File: src/rtl/pcs_pkg.sv
package pcs_pkg;
  localparam int ILEN = 32;
  localparam logic [6:0] OPC_BRANCH = 7'b1100011;
  localparam logic [6:0] OPC_JAL    = 7'b1101111;
  localparam logic [6:0] OPC_JALR   = 7'b1100111;
  localparam logic [2:0] F3_EQ  = 3'b000;
  localparam logic [2:0] F3_NE  = 3'b001;
  localparam logic [2:0] F3_LT  = 3'b100;
  localparam logic [2:0] F3_GE  = 3'b101;
  localparam logic [2:0] F3_LTU = 3'b110;
  localparam logic [2:0] F3_GEU = 3'b111;
endpackage

File: src/rtl/pcs_imm.sv
module pcs_imm #(
  parameter int XLEN = 32
) (
  input  logic [31:7]     ibits,
  output logic [XLEN-1:0] i_imm,
  output logic [XLEN-1:0] b_imm,
  output logic [XLEN-1:0] j_imm
);
  logic s;
  assign s = ibits[31];

  // register-indirect jump: plain 12-bit field at the top
  assign i_imm = {{(XLEN-12){s}}, ibits[31:20]};
  // conditional branch: 13-bit even offset, bits gathered from four places
  assign b_imm = {{(XLEN-13){s}}, s, ibits[7], ibits[30:25], ibits[11:8], 1'b0};
  // relative jump: 21-bit even offset
  assign j_imm = {{(XLEN-21){s}}, s, ibits[19:12], ibits[20], ibits[30:21], 1'b0};
endmodule

File: src/rtl/pcs_cmp.sv
module pcs_cmp
  import pcs_pkg::*;
#(
  parameter int XLEN = 32
) (
  input  logic [XLEN-1:0] opa,
  input  logic [XLEN-1:0] opb,
  input  logic [2:0]      f3,
  output logic            hit
);
  logic eq, lts, ltu;
  assign eq  = (opa == opb);
  assign lts = ($signed(opa) < $signed(opb));
  assign ltu = (opa < opb);

  always_comb begin
    unique case (f3)
      F3_EQ:   hit = eq;
      F3_NE:   hit = !eq;
      F3_LT:   hit = lts;
      F3_GE:   hit = !lts;
      F3_LTU:  hit = ltu;
      F3_GEU:  hit = !ltu;
      default: hit = 1'b0;
    endcase
  end
endmodule

File: src/rtl/pc_steer.sv
module pc_steer
  import pcs_pkg::*;
#(
  parameter int XLEN = 32,
  parameter logic [XLEN-1:0] RESET_PC = 32'h0000_1000
) (
  input  logic            clk,
  input  logic            rst_n,
  input  logic            in_valid,
  input  logic [31:0]     instr,
  input  logic [XLEN-1:0] rs1_val,
  input  logic [XLEN-1:0] rs2_val,
  output logic [XLEN-1:0] pc_o,
  output logic [XLEN-1:0] next_pc,
  output logic [XLEN-1:0] link_val,
  output logic            taken,
  output logic            misaligned
);
  localparam logic [XLEN-1:0] STEP = XLEN'(ILEN / 8);

  logic [XLEN-1:0] pc_q;
  logic [XLEN-1:0] i_imm, b_imm, j_imm;
  logic [XLEN-1:0] seq_pc, br_tgt, jal_tgt, jalr_sum;
  logic [6:0]      opc;
  logic            is_br, is_jal, is_jalr, cmp_hit;

  assign opc     = instr[6:0];
  assign is_br   = (opc == OPC_BRANCH);
  assign is_jal  = (opc == OPC_JAL);
  assign is_jalr = (opc == OPC_JALR);

  pcs_imm #(.XLEN(XLEN)) u_imm (
    .ibits (instr[31:7]),
    .i_imm (i_imm),
    .b_imm (b_imm),
    .j_imm (j_imm)
  );

  pcs_cmp #(.XLEN(XLEN)) u_cmp (
    .opa (rs1_val),
    .opb (rs2_val),
    .f3  (instr[14:12]),
    .hit (cmp_hit)
  );

  assign seq_pc   = pc_q + STEP;
  assign br_tgt   = pc_q + b_imm;
  assign jal_tgt  = pc_q + j_imm;
  assign jalr_sum = rs1_val + i_imm;

  always_comb begin
    taken   = 1'b0;
    next_pc = seq_pc;
    if (is_jal) begin
      taken   = 1'b1;
      next_pc = jal_tgt;
    end else if (is_jalr) begin
      taken   = 1'b1;
      next_pc = {jalr_sum[XLEN-1:1], 1'b0};
    end else if (is_br && cmp_hit) begin
      taken   = 1'b1;
      next_pc = br_tgt;
    end
  end

  assign link_val   = seq_pc;
  assign misaligned = taken && next_pc[1];

  always_ff @(posedge clk) begin
    if (!rst_n)                      pc_q <= RESET_PC;
    else if (in_valid && !misaligned) pc_q <= next_pc;
  end

  assign pc_o = pc_q;

  // reset value is visible at the next edge
  p_reset_pc_r1: assert property (@(posedge clk) !rst_n |=> pc_o == RESET_PC);
  // accepted, aligned instruction commits its target
  p_commit_r11: assert property (@(posedge clk) disable iff (!rst_n)
    in_valid && !misaligned |=> pc_o == $past(next_pc));
  // no instruction, no movement
  p_hold_idle_r11: assert property (@(posedge clk) disable iff (!rst_n)
    !in_valid |=> $stable(pc_o));
  // a bad target never reaches the register
  p_mis_hold_r10: assert property (@(posedge clk) disable iff (!rst_n)
    misaligned |=> $stable(pc_o));
  // flag only on redirected flow
  p_mis_taken_r10: assert property (@(posedge clk) disable iff (!rst_n)
    misaligned |-> taken);
  // indirect target always even
  p_jalr_even_r4: assert property (@(posedge clk) disable iff (!rst_n)
    is_jalr |-> !next_pc[0]);
  // reserved comparison codes never redirect
  p_bad_f3_r8: assert property (@(posedge clk) disable iff (!rst_n)
    is_br && instr[14:13] == 2'b01 |-> !taken && next_pc == link_val);
endmodule

File: config.mk
export PLATFORM = sky130hd
export DESIGN_NAME = pc_steer
export DESIGN_NICKNAME = d
export VERILOG_FILES = /design/src/rtl/pcs_pkg.sv /design/src/rtl/pcs_imm.sv /design/src/rtl/pcs_cmp.sv /design/src/rtl/pc_steer.sv
export SDC_FILE = /design/constraint.sdc
export NUM_CORES = 1
export LEC_CHECK = 0
export ABC_AREA = 1
export BUFFER_PORTS_ARGS = -buffer_cell sky130_fd_sc_hd__clkbuf_2
export CORE_MARGIN = 2
export CORE_UTILIZATION = 55
export CTS_CLUSTER_SIZE = 8
export DETAILED_ROUTE_END_ITERATION = 8
export GPL_TIMING_DRIVEN = 0
export PLACE_DENSITY = 0.79
export SYNTH_ARGS = -nofsm -noshare
export SYNTH_HDL_FRONTEND = slang
export SYNTH_HIERARCHICAL = 1
export SYNTH_SLANG_ARGS = --single-unit
File: constraint.sdc
create_clock -name clk -period 3.85 [get_ports clk]
set_input_delay 0.1925 -clock clk [delete_from_list [all_inputs] [get_ports clk]]
set_output_delay 0.1925 -clock clk [all_outputs]
set_load 0.02 [all_outputs]
Word-level counts from Yosys, hierarchy flattened
Cells that the tools add are included.
Widths: inputs -> output; s select.
{"block": "word_totals", "reg_bits": 32}
{"block": "op_classes", "addsub": 4, "n_lt_le_gt_ge": 2, "eq_ne": 9, "mux": 7, "n_reduce_logical": 8}
{"cell": "$add 32x32->32", "n": 3}
{"cell": "$mux 32", "n": 3}
{"cell": "$lt 32x32->1", "n": 2}
{"cell": "$add 32x3->32 const B", "n": 1}
{"cell": "$eq 32x32->1", "n": 1}
{"cell": "$eq 7x7->1 const B", "n": 3}
{"cell": "$eq 3x3->1 const B", "n": 4}
{"cell": "$pmux 1 s6", "n": 1}
{"cell": "$logic_not 1->1", "n": 4}
{"cell": "$eq 3x1->1 const B", "n": 1}
{"cell": "$logic_and 1x1->1", "n": 3}
{"cell": "$logic_not 3->1", "n": 1}
{"cell": "$mux 1", "n": 3}

Depth between registers and ports, before layout
Gate-level depths: netlist (run 1).
{"block": "depth", "depth_word": 10, "depth_mapped": 31}

Cells and area by module
The synthesis (run 1) kept the hierarchy.
{"mod": "pc_steer", "instances": 1, "cells_each": 1743, "area_each_um2": 9280.2, "seq_area_each_um2": 640.6}
{"mod": "pcs_cmp", "instances": 1, "cells_each": 169, "area_each_um2": 988.4, "seq_area_each_um2": 0.0}
{"mod": "pcs_imm", "instances": 1, "cells_each": 97, "area_each_um2": 724.4, "seq_area_each_um2": 0.0}

Worst setup path after synthesis (run 1)
No wires, ideal clock.
{"block": "synth_timing", "path_kind": "in2reg", "from": "in rs2_val[31]", "to": "reg pc_q[14], in the netlist pc_o[14]", "t_arrival_ns": 2.616, "t_required_ns": 3.741, "slack_ns": 1.125, "cell_stages": 23, "path_buffers": 2, "cell_sequence": "inv_1 -> ha_1 -> a21oi_1 -> o21a_1 -> nand2_1 -> a21oi_1 -> nand3_1 -> nand2_1 -> nand2_1 -> nand3_1 -> inv_1 -> nor2_1 -> nand3_2 -> o211ai_2 -> nand3_2 -> nand2_2 -> inv_4 -> nor2_8 -> buf_6 -> buf_6 -> nand3_1 -> nand2_1 -> inv_1"}
{"block": "synth_between", "elab_chain_cells": 10, "word_cells_on_any_way": 17, "classes_between": "order compare (2); eq/ne (1); mux (7); reduce/logical (7)"}
{"element": "start, declared", "line_no": "pc_steer.sv:12", "source": "input logic [XLEN-1:0] rs2_val,"}
{"element": "$lt 32x32->1 (tied with other cells)", "line_no": "pcs_cmp.sv:14", "source": "assign ltu = (opa < opb);"}
{"element": "$logic_not 1->1, on equally long branches", "line_no": "pcs_cmp.sv:23, pcs_cmp.sv:19, pcs_cmp.sv:21"}
{"element": "$pmux 1 s6 (*)", "line_no": "pcs_cmp.sv:17", "source": "unique case (f3)"}
{"element": "net cmp_hit", "line_no": "pc_steer.sv:25", "source": "logic is_br, is_jal, is_jalr, cmp_hit;"}
{"element": "$logic_and 1x1->1 (*)", "line_no": "pc_steer.sv:60", "source": "end else if (is_br && cmp_hit) begin"}
{"element": "$mux 32 (*)", "line_no": "pc_steer.sv:60"}
{"element": "$mux 32 (*)", "line_no": "pc_steer.sv:57", "source": "end else if (is_jalr) begin"}
{"element": "$mux 32 (*)", "line_no": "pc_steer.sv:54", "source": "if (is_jal) begin"}
{"element": "net next_pc[1]", "line_no": "pc_steer.sv:14", "source": "output logic [XLEN-1:0] next_pc,"}
{"element": "$logic_and 1x1->1 (*)", "line_no": "pc_steer.sv:67", "source": "assign misaligned = taken && next_pc[1];"}
{"element": "net misaligned", "line_no": "pc_steer.sv:17", "source": "output logic misaligned"}
{"element": "$logic_not 1->1 (*)", "line_no": "pc_steer.sv:71", "source": "else if (in_valid && !misaligned) pc_q <= next_pc;"}
{"element": "$logic_and 1x1->1 (*)", "line_no": "pc_steer.sv:71"}
{"element": "end signal, assigned", "line_no": "pc_steer.sv:71"}
{"element": "end, declared", "line_no": "pc_steer.sv:21", "source": "logic [XLEN-1:0] pc_q;"}
The timed path passes the listed nets; every way through them passes the cells marked *.
A chain may end at the register's enable or synchronous reset.

Worst setup path after layout (run 1)
{"block": "layout_timing", "from": "in rs1_val[31]", "to": "out next_pc[20]"}
{"block": "layout_between", "elab_chain_cells": 7, "word_cells_on_any_way": 11, "classes_between": "order compare (2); eq/ne (1); mux (4); reduce/logical (4)"}
{"element": "start, declared", "line_no": "pc_steer.sv:11", "source": "input logic [XLEN-1:0] rs1_val,"}
{"element": "$lt 32x32->1 (tied with other cells)", "line_no": "pcs_cmp.sv:14"}
{"element": "$logic_not 1->1, on equally long branches", "line_no": "pcs_cmp.sv:23, pcs_cmp.sv:19, pcs_cmp.sv:21"}
{"element": "$pmux 1 s6 (*)", "line_no": "pcs_cmp.sv:17"}
{"element": "net cmp_hit", "line_no": "pc_steer.sv:25"}
{"element": "$logic_and 1x1->1 (*)", "line_no": "pc_steer.sv:60"}
{"element": "$mux 32 (*)", "line_no": "pc_steer.sv:60"}
{"element": "$mux 32 (*)", "line_no": "pc_steer.sv:57"}
{"element": "$mux 32 (*)", "line_no": "pc_steer.sv:54"}
{"element": "end, declared", "line_no": "pc_steer.sv:14"}
Marked as above.

==> results.json, run 1 <==
{
  "outcome": "completed",
  "syn_area_um2": 10990,
  "hpwl_um": 36820,
  "ir_drop_uv": 169.3,
  "synthFlopType": "dfxtp_1",
  "crit_arrival_ns": 3.48,
  "path_clk_slew_ns": 0.06,
  "crit_buf_inv": 7,
  "die_area_um2": 21130,
  "maxSlewHeadroom": 0.3808,
  "ys_warn_count": 6,
  "numPortBuffers": 174,
  "largest_reg_flops": 32,
  "avgSynthCellArea_um2": 5.472,
  "ys_async_sr_fraction": 0,
  "synth_top_cell_by_area": "nand2_1",
  "clock_latency_ns": 0.29,
  "min_period_ns": 3.669,
  "rsz0062_at_grt": "no",
  "syn_to_final_growth_pct": 12.76,
  "max_cap_violations": 0,
  "cts_sinks": 32,
  "maxSlewViolCount": 0,
  "die_h_um": 145.4,
  "grt_busiest_layer": "met2",
  "synthDominantCellAreaShare": 0.2131,
  "reg2regPathDepth": 14,
  "final_common_cell": "nand2_1",
  "drc_errors": 0,
  "coreArea_um2": 19530,
  "slowest_delay_ns": 0.42,
  "layout_common_cells": "nand2_1, inv_1, nand3_1",
  "crit_family": "simple AND/OR/NAND/NOR gates",
  "vias_per_cell": 5.573,
  "crit_cells": 25,
  "cts_tree": "done",
  "grt_pass1_wl_um": 64250,
  "htreeDepth": 2,
  "worst_path_most_repeated_cell": "nand2_1",
  "cts_buffers": 5,
  "cp_data_required_time_ns": 3.66,
  "gp_congestion": 1.027,
  "hold_class": "input pin to flip-flop",
  "drt-pass1-iter-count": 7,
  "multi_input_area_um2": 8389,
  "endpoint_kind": "output port",
  "fillers": 1979,
  "worst_slew_pin_slew_ns": 0.9289,
  "synth_area_leaders": "nand2_1, ha_1, inv_1, nand3_1, a21oi_1",
  "drt-total-wl_um": 42750,
  "via_count": 13690,
  "setup_viol": 0,
  "cts_root_buf": "clkbuf_16",
  "grt_max_degree": 54,
  "holdWs_ns": 0.1920,
  "wl_per_cell_um": 17.40,
  "grt_use_met1": 0.4441,
  "drt_iter0_drc": 1025,
  "final-seq-area_um2": 640.6,
  "critPathMaxFanout": 10,
  "holdBufCountCts": 0,
  "grtUsageTotal": 0.3848,
  "fin_crit_sh": 0.9530,
  "crit_slowest_cell": "ha_2",
  "leakagePower_nw": 7.273,
  "ff2ff_setup_slack_ns": 1.00,
  "grt_overflow": 0,
  "synth_cell_types": 49,
  "fin_skew_ns": 0.01010,
  "synth-seq-cells": 32,
  "fin_tns_setup_ns": 0,
  "powerDensity_nw_per_um2": 198.7,
  "grt_use_met2": 0.6836,
  "synth_edf_count": 0,
  "placementRows": 51,
  "antenna_left": 0,
  "use_met3": 0.04671,
  "final_nets": 2418,
  "start_util": 0.5630,
  "cp-start-kind": "input pin",
  "antenna_cells": 0,
  "hold-path-cell-count": 3,
  "antenna_found_initial": 0,
  "ys_seq_area_frac": 0.05827,
  "finalHoldViolCount": 0,
  "max_freq_ghz": 0.2725,
  "crit_type": "input pin to output port",
  "ioPinCount": 197,
  "clock_path_buffers": 2,
  "die_x_um": 145.4,
  "grt_pass1_vias": 12820,
  "synthCells": 2009,
  "drive_gt1_frac": 0.1597
}
layer usage:
layer	wire length (µm)	vias up
met1	16370	6114
li1	-	6764
met5	0	-
met4	2807	0
met3	3368	149
met2	20190	666
cells in the mapped netlist, types with 2 or more instances:
cell,number
ha_1,125
a31oi_1,3
a21o_1,16
o21ai_0,74
clkbuf_1,9
o211ai_1,5
nor2_8,2
o21a_1,6
nand4_1,22
nor3_1,29
nand2_4,2
inv_2,7
xor2_1,37
nor2_2,5
buf_6,4
a211oi_2,2
buf_4,99
inv_4,2
o21ai_1,11
xnor2_1,18
dfxtp_1,32
or2_2,8
nand3b_1,9
nand2_2,7
nand2_1,624
buf_2,7
fa_1,3
nor4_1,5
nand3_1,178
buf_1,2
o21bai_1,16
inv_1,289
a21oi_1,149
nor2_4,5
nand3_2,5
nor2_1,174
nor3_2,6
worst paths after layout:
kind,start,to
max reg2reg,pc_o[1]$_SDFFE_PN0P_,pc_o[30]$_SDFFE_PN0P_
min,rst_n,pc_o[0]$_SDFFE_PN0P_
max,rs1_val[31],next_pc[20]
min reg2reg,pc_o[31]$_SDFFE_PN0P_,pc_o[31]$_SDFFE_PN0P_
where the power goes:
| group | leakage (nW) | switching (mW) | internal [mW] | total [mW] |
|---|---|---|---|---|
| registers | 0.265 | 0.0674 | 0.355 | 0.422 |
| clock network | 0.0798 | 0.165 | 0.304 | 0.470 |
| logic | 6.93 | 1.00 | 0.566 | 1.57 |
| total | 7.27 | 1.24 | 1.22 | 2.46 |
metrics by stage:
stage / setup slack [ns] / instance area [µm²] / power [mW] / instances / util
after floorplan: 1.125 / 11000 / 1.509 / 2010 / -
after global placement: -0.1193 / 12200 / 1.918 / 2449 / 0.6248
after detailed placement: -0.2159 / 12200 / 1.951 / 2449 / 0.6248
after CTS: 0.07438 / 12380 / 2.422 / 2457 / 0.6338
after global routing: 0.01130 / 12400 / 2.634 / 2457 / 0.6348
final: 0.1808 / 12400 / 2.463 / 2457 / 0.6348
area by class of cell:
type                            instances  area share
Inverter                              298     0.09085
Clock buffer                            5     0.01009
Multi-Input combinational cell       1559      0.6768
Timing Repair Buffer                  174     0.07025
Sequential cell                        32     0.05168
Buffer                                121     0.07015
Clock inverter                          3    0.003432
Tap cell                              265     0.02675
what timing repair did:
| item | 4_1_cts | 5_1_grt |
|---|---|---|
| resized for setup | 3 | 5 |
| hold endpoints to repair | 0 | 0 |
| pin swaps | 0 | 0 |
| setup endpoints to repair | 12 | 18 |
| setup buffers | 0 | 0 |
worst reg2reg max path, delay by kind of cell, from the launching register on:
kind,cells,cell delay (ns)
buffers and inverters,2,0.21
adders and majority gates,1,0.48
AOI/OAI and AO/OA,1,0.40
and+or+nand+nor,10,1.14
DFF,1,0.51
cells by family after synthesis:
family,Yosys count,share of synthesized area
AOI/OAI and AO/OA,287,0.1440
xor gates and xnor gates,56,0.04530
adders and majority gates,128,0.1477
buffers and inverters,419,0.1809
DFF,32,0.05827
other,1,0.0003411
and+or+nand+nor,1086,0.4235
Note: power is estimated with default switching activity, not from simulation.
==> inputs of run 2 (changes only) <==
--- a/config.mk
+++ b/config.mk
@@ -11,7 +11,6 @@
 export CORE_UTILIZATION = 55
 export CTS_CLUSTER_SIZE = 8
 export DETAILED_ROUTE_END_ITERATION = 8
-export GPL_TIMING_DRIVEN = 0
 export PLACE_DENSITY = 0.79
 export SYNTH_ARGS = -nofsm -noshare
 export SYNTH_HDL_FRONTEND = slang
==> run 2 against run 1 <==
Effect of this change: sequential cell count is the same; total power fell by 2.6%; global-route usage down 1.3 points; via count down 3.2%; sequential share of layout area rose by 0.31 points; fmax up 3.6%; die area unchanged; largest cell class unchanged; highest routed layer unchanged.
==> results.json, run 2 (same netlist as run 1, synthesis figures left out) <==
{
  "fin_tns_setup_ns": 0,
  "clock_path_buffers": 2,
  "drt-total-wl_um": 40670,
  "drt-pass1-iter-count": 6,
  "crit_buf_inv": 4,
  "die_h_um": 145.4,
  "clock_latency_ns": 0.29,
  "placementRows": 51,
  "postCtsSetupBuffers": 0,
  "hpwl_um": 34620,
  "wl_per_cell_um": 17.18,
  "drt_iter0_drc": 1203,
  "grt_pass1_vias": 12390,
  "antenna_left": 0,
  "holdBufCountCts": 0,
  "crit_arrival_ns": 3.35,
  "numPortBuffers": 196,
  "cts_buffers": 5,
  "syn_to_final_growth_pct": 6.283,
  "power_mw": 2.399,
  "maxSlewViolCount": 0,
  "vias_per_cell": 5.599,
  "path_clk_slew_ns": 0.06,
  "fin_crit_sh": 0.9202,
  "cp-start-kind": "input pin",
  "antenna_found_initial": 0,
  "r2r_start": "pc_o[1]$_SDFFE_PN0P_",
  "grtUsageTotal": 0.3713,
  "endpoint_kind": "output port",
  "final_common_cell": "nand2_1",
  "outcome": "completed",
  "max_freq_ghz": 0.2823,
  "cts_sinks": 32,
  "ctsResizeCount": 0,
  "crit_type": "input pin to output port",
  "setup_viol": 0,
  "fin_skew_ns": 0.01166,
  "finalHoldViolCount": 0,
  "min_period_ns": 3.543,
  "crit_slowest_cell": "ha_1",
  "grt_max_degree": 35,
  "largest_reg_flops": 32,
  "die_x_um": 145.4,
  "die_area_um2": 21130,
  "antenna_cells": 0,
  "fin_cells": 2368,
  "drc_errors": 0,
  "hold_class": "input pin to flip-flop",
  "drive_gt1_frac": 0.1270,
  "gp_congestion": 1.033,
  "ioPinCount": 197,
  "cts_root_buf": "clkbuf_16",
  "grt_pass1_wl_um": 62710,
  "max_cap_violations": 0,
  "crit_chain": "clkbuf_2 -> ha_1 -> a21oi_1 -> o21a_1 -> nand2_1 -> a21oi_1 -> nand2_2 -> nor2_1 -> nor2_2 -> nand3_1 -> inv_1 -> nor2_1 -> nand3_2 -> inv_2 -> nand3_1 -> nand2_1 -> nand2_1 -> nand2_1 -> nand2_1 -> nand2_1 -> clkbuf_2",
  "cts_tree": "done",
  "worst_path_most_repeated_cell": "nand2_1",
  "via_count": 13260,
  "layout_common_cells": "nand2_1, inv_1, clkbuf_2",
  "rsz0062_at_grt": "no",
  "coreArea_um2": 19530,
  "htreeDepth": 2,
  "place_inst": 2360,
  "grt_overflow": 0,
  "slowest_delay_ns": 0.39,
  "cp_data_required_time_ns": 3.66,
  "leakagePower_nw": 6.872,
  "critPathMaxFanout": 19,
  "placed_area_um2": 11520,
  "ir_drop_uv": 133.6,
  "min-delay-start": "rst_n",
  "postLayoutCellArea_um2": 11680,
  "final_nets": 2329,
  "startpoint": "rs1_val[31]",
  "crit_family": "simple AND/OR/NAND/NOR gates",
  "maxSlewHeadroom": 0.4056,
  "worst_slew_pin_slew_ns": 0.8916,
  "powerDensity_nw_per_um2": 205.3,
  "start_util": 0.5630
}
run 2: stage by stage:
stage	utilization	hold WS [ns]	worst slack, ns
after floorplan	-	0.3308	1.125
after global placement	0.5900	0.4946	0.4625
after detailed placement	0.5900	0.4972	0.3794
after CTS	0.5984	0.1996	0.3854
after global routing	0.5984	0.2134	0.1730
final	0.5984	0.2173	0.3071
run 2: per-layer routing:
layer	track usage	vias up	part of all wire
met4	0.1961	0	0.057
li1	-	6588	-
met3	0.04075	134	0.078
met5	0	-	0
met1	0.4533	5934	0.40
met2	0.6431	602	0.47
run 2: power by group:
| group | internal [mW] | switching [mW] |
|---|---|---|
| sequential | 0.355 | 0.0669 |
| clock | 0.305 | 0.170 |
| combinational | 0.506 | 0.996 |
| total | 1.17 | 1.23 |
run 2: path summary, 6_finish.rpt:
path | slack (ns) | cells after the start | end
min | 0.22 | 3 | pc_o[0]$_SDFFE_PN0P_
max reg2reg | 1.01 | 14 | pc_o[30]$_SDFFE_PN0P_
max | 0.31 | 21 | next_pc[16]
min reg2reg | 0.67 | 2 | pc_o[0]$_SDFFE_PN0P_
run 2: final cells by class:
| type | count | area (µm²) |
|---|---|---|
| Clock buffer | 6 | 128.9 |
| Clock inverter | 2 | 35.03 |
| Fill cell | 2141 | 7843 |
| Inverter | 298 | 1124 |
| Multi-Input combinational cell | 1559 | 8368 |
| Sequential cell | 32 | 640.6 |
| Tap cell | 265 | 331.6 |
| Timing Repair Buffer | 206 | 1056 |
run 2: tightest hold or removal path: stages:
cell and delay (ns):
clkbuf_2 0.13, o21ai_0 0.09, a31oi_1 0.04
